`src/rtl/mbox_pkg.sv`:
```
package mbox_pkg;
  localparam logic [1:0] OFS_IRQ  = 2'd0;
  localparam logic [1:0] OFS_DATA = 2'd1;
  localparam logic [1:0] OFS_STAT = 2'd2;

  // condition index, shared by status bits and interrupt request/enable bits
  localparam int C_TXE  = 0;
  localparam int C_TXNF = 1;
  localparam int C_RXNE = 2;
  localparam int C_RXOV = 3;
  localparam int NCOND  = 4;

  localparam int BYTE_W   = 8;
  localparam int BYTE_LSB = 8;   // byte lane inside the bus word
  localparam int BUS_W    = 32;
endpackage

```
`src/rtl/mbox_fifo.sv`:
```
module mbox_fifo #(
  parameter int WIDTH = 8,
  parameter int DEPTH = 8
) (
  input  logic             clk,
  input  logic             rst,
  input  logic             push_i,
  input  logic [WIDTH-1:0] din_i,
  input  logic             pop_i,
  output logic [WIDTH-1:0] dout_o,
  output logic             empty_o,
  output logic             full_o
);
  localparam int AW = (DEPTH > 1) ? $clog2(DEPTH) : 1;
  localparam int CW = $clog2(DEPTH + 1);
  localparam logic [AW-1:0] LAST = AW'(DEPTH - 1);
  localparam logic [CW-1:0] FULLCNT = CW'(DEPTH);

  logic [WIDTH-1:0] mem [DEPTH];
  logic [AW-1:0]    wptr, rptr;
  logic [CW-1:0]    cnt;
  logic             do_push, do_pop;

  assign do_push = push_i && (cnt != FULLCNT);
  assign do_pop  = pop_i && (cnt != '0);

  function automatic logic [AW-1:0] step(input logic [AW-1:0] p);
    return (p == LAST) ? '0 : p + 1'b1;
  endfunction

  // storage without reset so it maps onto RAM
  always_ff @(posedge clk) begin
    if (do_push) mem[wptr] <= din_i;
  end

  always_ff @(posedge clk) begin
    if (rst) begin
      wptr <= '0;
      rptr <= '0;
      cnt  <= '0;
    end else begin
      if (do_push) wptr <= step(wptr);
      if (do_pop)  rptr <= step(rptr);
      case ({do_push, do_pop})
        2'b10:   cnt <= cnt + 1'b1;
        2'b01:   cnt <= cnt - 1'b1;
        default: cnt <= cnt;
      endcase
    end
  end

  assign dout_o  = mem[rptr];
  assign empty_o = (cnt == '0);
  assign full_o  = (cnt == FULLCNT);
endmodule

```
`src/rtl/mbox_flags.sv`:
```
module mbox_flags
  import mbox_pkg::*;
(
  input  logic             clk,
  input  logic             rst,
  input  logic             rx_store,
  input  logic             rx_drop,
  input  logic             clr_wr,
  input  logic [NCOND-1:0] clr_bits,
  input  logic             en_wr,
  input  logic [NCOND-1:0] en_din,
  input  logic             tx_empty,
  input  logic             tx_full,
  output logic [NCOND-1:0] cond_o,
  output logic [NCOND-1:0] en_q,
  output logic             irq_q
);
  localparam int NSTICKY = 2;
  logic [NSTICKY-1:0] sticky_q;
  logic [NSTICKY-1:0] sticky_set;

  assign sticky_set = {rx_drop, rx_store};

  // one sticky flag per receive condition; set has priority over clear
  for (genvar g = 0; g < NSTICKY; g++) begin : g_sticky
    always_ff @(posedge clk) begin
      if (rst) sticky_q[g] <= 1'b0;
      else if (sticky_set[g]) sticky_q[g] <= 1'b1;
      else if (clr_wr && clr_bits[C_RXNE + g]) sticky_q[g] <= 1'b0;
    end
  end

  always_comb begin
    cond_o         = '0;
    cond_o[C_TXE]  = tx_empty;
    cond_o[C_TXNF] = !tx_full;
    cond_o[C_RXNE] = sticky_q[0];
    cond_o[C_RXOV] = sticky_q[1];
  end

  always_ff @(posedge clk) begin
    if (rst) begin
      en_q  <= '0;
      irq_q <= 1'b0;
    end else begin
      if (en_wr) en_q <= en_din;
      irq_q <= |(cond_o & en_q);
    end
  end
endmodule

```
`src/rtl/mbox_host_if.sv`:
```
module mbox_host_if
  import mbox_pkg::*;
#(
  parameter int FIFO_DEPTH = 8
) (
  input  logic              clk,
  input  logic              rst,
  input  logic              bus_sel,
  input  logic              bus_we,
  input  logic [1:0]        bus_addr,
  input  logic [BUS_W-1:0]  bus_wdata,
  output logic [BUS_W-1:0]  bus_rdata,
  output logic              irq_o,
  output logic [BYTE_W-1:0] tx_data,
  output logic              tx_valid,
  input  logic              tx_ready,
  input  logic [BYTE_W-1:0] rx_data,
  input  logic              rx_valid,
  output logic              rx_ready
);
  localparam int EN_LSB = NCOND;

  logic wr_any, rd_any;
  logic data_wr, data_rd, stat_wr, irq_wr;
  logic tx_empty, tx_full, rx_empty, rx_full;
  logic tx_pop;
  logic rx_store, rx_drop;
  logic [BYTE_W-1:0] rx_head;
  logic [NCOND-1:0]  cond, en_q;
  logic [BUS_W-1:0]  rd_mux;
  logic wdata_unused;

  assign wr_any  = bus_sel && bus_we;
  assign rd_any  = bus_sel && !bus_we;
  assign data_wr = wr_any && (bus_addr == OFS_DATA);
  assign data_rd = rd_any && (bus_addr == OFS_DATA);
  assign stat_wr = wr_any && (bus_addr == OFS_STAT);
  assign irq_wr  = wr_any && (bus_addr == OFS_IRQ);
  assign wdata_unused = ^{bus_wdata[BUS_W-1:BYTE_LSB+BYTE_W]};

  assign tx_pop   = tx_ready && !tx_empty;
  assign rx_store = rx_valid && !rx_full;
  assign rx_drop  = rx_valid && rx_full;

  mbox_fifo #(.WIDTH(BYTE_W), .DEPTH(FIFO_DEPTH)) u_txq (
    .clk(clk), .rst(rst),
    .push_i(data_wr), .din_i(bus_wdata[BYTE_LSB +: BYTE_W]),
    .pop_i(tx_pop), .dout_o(tx_data),
    .empty_o(tx_empty), .full_o(tx_full)
  );

  mbox_fifo #(.WIDTH(BYTE_W), .DEPTH(FIFO_DEPTH)) u_rxq (
    .clk(clk), .rst(rst),
    .push_i(rx_valid), .din_i(rx_data),
    .pop_i(data_rd), .dout_o(rx_head),
    .empty_o(rx_empty), .full_o(rx_full)
  );

  mbox_flags u_flags (
    .clk(clk), .rst(rst),
    .rx_store(rx_store), .rx_drop(rx_drop),
    .clr_wr(stat_wr), .clr_bits(bus_wdata[NCOND-1:0]),
    .en_wr(irq_wr), .en_din(bus_wdata[EN_LSB +: NCOND]),
    .tx_empty(tx_empty), .tx_full(tx_full),
    .cond_o(cond), .en_q(en_q), .irq_q(irq_o)
  );

  always_comb begin
    rd_mux = '0;
    case (bus_addr)
      OFS_IRQ:  rd_mux[2*NCOND-1:0] = {en_q, cond};
      OFS_DATA: if (!rx_empty) rd_mux[BYTE_LSB +: BYTE_W] = rx_head;
      OFS_STAT: rd_mux[NCOND-1:0] = cond;
      default:  rd_mux = '0;
    endcase
  end

  always_ff @(posedge clk) begin
    if (rst) bus_rdata <= '0;
    else     bus_rdata <= rd_any ? rd_mux : '0;
  end

  assign tx_valid = !tx_empty;
  assign rx_ready = !rx_full;
endmodule

```
`config.mk`:
```
export PLATFORM = sky130hd
export DESIGN_NAME = mbox_host_if
export DESIGN_NICKNAME = d
export VERILOG_FILES = /design/src/rtl/mbox_pkg.sv /design/src/rtl/mbox_fifo.sv /design/src/rtl/mbox_flags.sv /design/src/rtl/mbox_host_if.sv
export SDC_FILE = /design/constraint.sdc
export NUM_CORES = 1
export LEC_CHECK = 0
export BUFFER_PORTS_ARGS = -buffer_cell sky130_fd_sc_hd__clkbuf_2
export CELL_PAD_IN_SITES_DETAIL_PLACEMENT = 0
export CELL_PAD_IN_SITES_GLOBAL_PLACEMENT = 1
export CORE_UTILIZATION = 52
export CTS_CLUSTER_DIAMETER = 150
export DETAILED_ROUTE_END_ITERATION = 10
export PLACE_DENSITY_LB_ADDON = 0.1
export SLEW_MARGIN = 30
export SYNTH_ARGS = -nofsm -noshare
export SYNTH_HDL_FRONTEND = slang
export SYNTH_SLANG_ARGS = --single-unit
export TNS_END_PERCENT = 1
```
`constraint.sdc`:
```
create_clock -name clk -period 4 [get_ports clk]
set_input_delay 0.6 -clock clk [delete_from_list [all_inputs] [get_ports clk]]
set_output_delay 0.6 -clock clk [all_outputs]
set_load 0.005 [all_outputs]
```
[Word level (Yosys, flattened, before mapping)]
Memory sizes are Yosys's and may differ from the RTL's. A register that Yosys moved wholly into a read port is not among the register bits.
Cells that the tools add are included.
Storage, ports and cells
  bits in writable memories: 128
  output and inout bits: 43
  input bits: 48
  memories kept: 2
  bits in registers: 51
  logic and storage cells: 91
Memory list
  u_rxq.mem: words 8, width 8, rd ports 1, clocked after Yosys merged registers in 1, write ports 1, line mbox_fifo.sv:19  | logic [WIDTH-1:0] mem [DEPTH];
  u_txq.mem: words 8, width 8, rd ports 1, clocked after Yosys merged registers in 1, write ports 1, line mbox_fifo.sv:19
Cells by class
  equal/unequal tests: 14
  bitwise gates (word level): 5
  muxes and demuxes: 16
  add/subtract/negate cells: 8
  reduce and logical (&&, ||, !) cells: 33
Operator list (count)
  $mux 3: 6
  $pmux 4 s2: 2
  $logic_and 1x1->1: 15
  $add 3x1->3 const B: 4
  $eq 3x3->1 const B: 4
  $add 4x1->4 const B: 2
  $eq 4x4->1 const B: 2
  $logic_not 4->1: 2
  $mux 1: 8
  $ne 4x4->1 const B: 2
  $reduce_bool 2->1: 4
  $reduce_bool 4->1: 2
  $reduce_or 4->1: 2
  $sub 4x1->4 const B: 2
  $eq 2x1->1 const B: 3
  $eq 2x2->1 const B: 3
  $reduce_or 3->1: 2
  $and 4x4->4: 1
  $logic_not 1->1: 4
  $not 1->1: 4
  $logic_not 2->1: 1
  $reduce_or 2->1: 1

[Depth between registers and ports, before layout]
  depth in word-level cells: 6
  depth in mapped cells: 12

[By module]
Synthesis repeated with hierarchy kept, for this count alone.
Second synthesis, totals
  cells, all modules: 442
  area, all modules: 7389.6 um^2
Modules (own cells, without submodules)
  mbox_fifo at u_txq: instances 1, area each 3188.1 um^2, cells each 172
  mbox_fifo at u_rxq: instances 1, area each 3169.3 um^2, cells each 171
  mbox_host_if: instances 1, area each 755.7 um^2, cells each 73
  mbox_flags: instances 1, area each 276.5 um^2, cells each 26

[Least setup slack after synthesis]
OpenSTA, ideal clock, no wires.
  path type: input port to flip-flop
  start point: in bus_addr[1]
  end point: reg u_txq.cnt[2]
  data arrival time: 2487 ps
  slack: 1443 ps
  stages: 10
  data required time: 3929 ps
  path buffers: 0
  path through: nand2b_1 > nor3_2 > inv_1 > ha_1 > xor2_1 > ha_1 > a21oi_1 > xor2_1 > or3_1 > a21oi_1
On the way
  longest elaborated chain between the ends: 5
  elaborated cells on any way between the ends: 7
  those cells by class: 3 x eq/ne; 1 x mux; 3 x reduce/logical
RTL lines
  start: declaration: line mbox_host_if.sv:10  | input logic [1:0] bus_addr,
  $eq 2x1->1 *: line mbox_host_if.sv:35  | assign data_wr = wr_any && (bus_addr == OFS_DATA);
  $logic_and 1x1->1 *: line mbox_host_if.sv:35
  $logic_and 1x1->1 *: line mbox_fifo.sv:24  | assign do_push = push_i && (cnt != FULLCNT);
  $eq 2x1->1 or $eq 2x2->1 (tied branches): line mbox_fifo.sv:44  | case ({do_push, do_pop})
  $pmux 4 s2 or $reduce_bool 2->1 (tied branches)
  end signal: assignment: line mbox_fifo.sv:45  | 2'b10: cnt <= cnt + 1'b1;
  end signal: assignment: line mbox_fifo.sv:46  | 2'b01: cnt <= cnt - 1'b1;
  end signal: assignment: line mbox_fifo.sv:47  | default: cnt <= cnt;
  end: declaration: line mbox_fifo.sv:21  | logic [CW-1:0] cnt;
Mark *: on every way between the ends. The rest lies on a longest branch, timed or not.
A chain may end at the register's enable or synchronous reset.

==> metrics.md <==
| Metric | Value |
|---|---|
| Status | finished clean |
| Final Cell Area | 7980 µm² |
| Nets | about 550 |
| Final slew viol count | 0 |
| Clk_lat worst skew | approximately 0.43 ns |
| CP peak stage delay | 0.67 ns |
| Worst min path class | primary input to flip-flop |
| Die area | 14000 µm² |
| Clock Tree Buf Depth | 2 |
| Vias in the first global route | 3626 |
| Top Family by Delay on Critical Path | multiplexers |
| Die Width | 118 µm |
| CP required | around 3.4 ns |
| Synth area leader | edfxtp_1 |
| Slew @ Worst Pin | 0.922 ns |
| Ranking of synthesized cells by area | edfxtp_1, dfxtp_1, mux4_2, mux4_1, mux2i_1 |
| Row count | 42 |
| Seq/Total Area, Yosys | about two thirds |
| Share of cells above drive strength 1 | a little over a quarter |
| Area after DPL | between 7000 and 8000 µm² |
| First-pass GRT wire length | between 15 and 20 mm |
| Critical path's slowest cell | dfxtp_2 |
| Clk sinks | 174 |
| Avg Cell Area, Syn | 16.5 µm² |
| Initial Utilization | 53.1% |
| Post-synthesis async set-or-reset flop share | 0% |
| Crit. End Element | output pin |
| Crit path launch type | flip-flop |
| Total setup buffers inserted after CTS | 0 |
| Core area | around 13000 µm² |
| CTS tree | yes |
| Critical path depth in cells | 3 |
| Fmax | 363 MHz |
| Cell breakdown of the critical path | mux4_1, mux2_2, clkbuf_2 |
| Final Util | 60.5% |
| Total CTS buffers | 17 |
| Hold WS | 0.423 ns |
| Total negative slack | 0 ns |
| Via count | 3628 |
| Worst Skew | 0.00947 ns |
| P&R area growth vs syn | 13.8% |
| Most frequent cells in the layout | edfxtp_1, clkbuf_2, dfxtp_1, nor2_1, mux4_2 |
| CTS Root Buffer Type | clkbuf_16 |
| Crit path to | tx_data[4] |
| Synth Register Bits | between 150 and 200 |
| Min Tclk post-route | about 2.8 ns |
| Chip height | approximately 120 µm |
| Final setup vio count | 0 |
| R2R Path End | u_txq.cnt[2] |
| Most common cell after layout, fill and taps aside | edfxtp_1 |
| PortBufs | 56 |
| Rel. slew slack | about two fifths |
| Hold_buf cts | 0 |
| Ys flop type | edfxtp_1 |
| Cells after DPL | 643 |
| Pin count of the biggest net entering global routing | 34 |
| Wire per inst | about 17 µm |
| Peak VDD IR | ~0.31 mV |
| Post-Route WL | about 12 mm |
| Final Non-Filler Cells | ~680 |
| Number of synthesized flops with an enable pin | 128 |
| Antenna cells | 0 |
| CP Buf/Inv Count | 1 |
| IO Pins | approximately 90 |
| R2r startpoint | u_txq.cnt[1] |
| DRT antenna net count | 0 |
| GRT overflow | 0 |
| Clock transition at the registers of the reported paths | approximately 0.060 ns |
| Syn Inst Count | 424 |
| Worst endpoint data arrival time | ~2.2 ns |
| Yosys cell types | 42 |
| Routability cong. | roughly 0.77 |
| CTS resizes | 0 |
| Max-cap viol count | 0 |
| Count of final hold-check violations | 0 |
| Yosys warns | 0 |
| Vias per inst | 5.37 |
| Lkg Pwr | roughly 0.0028 µW |
| PwrDens | 482 nW/µm² |
| CP Max Fanout | 16 |
| Yosys top cell area share | between 50% and 60% |
| RSZ-0062 raised after global routing | no |
| Initial DRC count | roughly 220 |
| Hpwl dp | approximately 7.5 mm |
| Final period util | between 60 and 70% |
| Htree depth | 4 |
| Gr usage total | 18.8% |
| Mapped cell area | around 7000 µm² |
| Reg2Reg Setup Slack | between 1 and 1.5 ns |
| Initial antenna violation count | 0 |
| Critical path type | flip-flop to output pin |
| Final routed DRC violation total | 0 |
| Depth of the most critical reg-to-reg path | 10 |
| TritonRoute pass-1 iters | 4 |
area by class of cell:
class | instances | area, µm²
clock buffer | 19 | 433
clock inverter | 13 | 153
fill | 1013 | 5210
inverter | 5 | 18.8
multi-input combinational | 226 | 2070
sequential | 174 | 4770
tap | 176 | 220
timing repair buffer | 62 | 325
routing by layer:
layer	routed length, µm	GRT usage (%)
met1	5190	23.4
met2	6010	31.1
met3	381	4.80
met4	201	7.93
met5	0	0
stage by stage:
step	worst slack [ns]	power, µW
2_1_floorplan	1.44	2200
6_report	1.25	3840
3_3_place_gp	1.12	2260
3_5_place_dp	1.07	2270
5_1_grt	1.16	3970
4_1_cts	1.21	3880
worst min-delay path: cells and delay by family:
kind,cells,cell delay (ns)
buf+inv,1,0.08
mux,1,0.06
simple gates,1,0.07
cells in the mapped netlist (6+ instances only):
library cell / n
edfxtp_1: 128
dfxtp_1: 46
nor2_1: 40
mux4_2: 22
mux2i_1: 20
buf_4: 19
nand2_1: 15
ha_1: 14
a21oi_1: 11
mux4_1: 10
mux2_2: 9
nand2b_1: 8
nor3_1: 8
and2_1: 6
clkbuf_1: 6
xor2_1: 6
worst min path at each step:
stage                      endpoint  cells past startpoint  slack [ns]       startpoint
CTS                 u_flags.en_q[1]                      3        0.42     bus_wdata[5]
global route        u_flags.en_q[0]                      3        0.43     bus_wdata[4]
finish              u_flags.en_q[3]                      3        0.42     bus_wdata[7]
floorplan             u_flags.irq_q                      2        0.44  u_flags.en_q[0]
detailed placement    u_flags.irq_q                      2        0.46  u_flags.en_q[0]
global placement      u_txq.rptr[1]                      2        0.48    u_txq.rptr[1]
where the power goes:
group | total, µW | switching (µW) | internal (µW)
sequential | 2000 | 38.3 | 1970
clock | 1620 | 687 | 933
combinational | 220 | 110 | 109
logic make-up (layout without fill, tap and decap cells):
family,Yosys count,count (layout),synth area share [%]
AOI/OAI and AO/OA,22,22,1.89
xor gates and xnor gates,6,6,0.750
adders and majority gates,14,14,2.50
buffers and inverters,39,99,3.59
DFF,174,174,68.0
muxes,61,61,15.1
other,1,16,0.0535
and+or+nand+nor,107,107,8.14
registers in the layout, summed over array words and instances, names as in the netlist, 3 cells and up, named ones only:
register	flops
u_rxq.cnt	4
u_txq.wptr	3
u_txq.rptr	3
u_rxq.mem	64
u_rxq.wptr	3
u_txq.mem	64
u_txq.cnt	4
bus_rdata	16
u_flags.en_q	4
u_rxq.rptr	3
No activity file was read; power rests on OpenSTA's default activity.
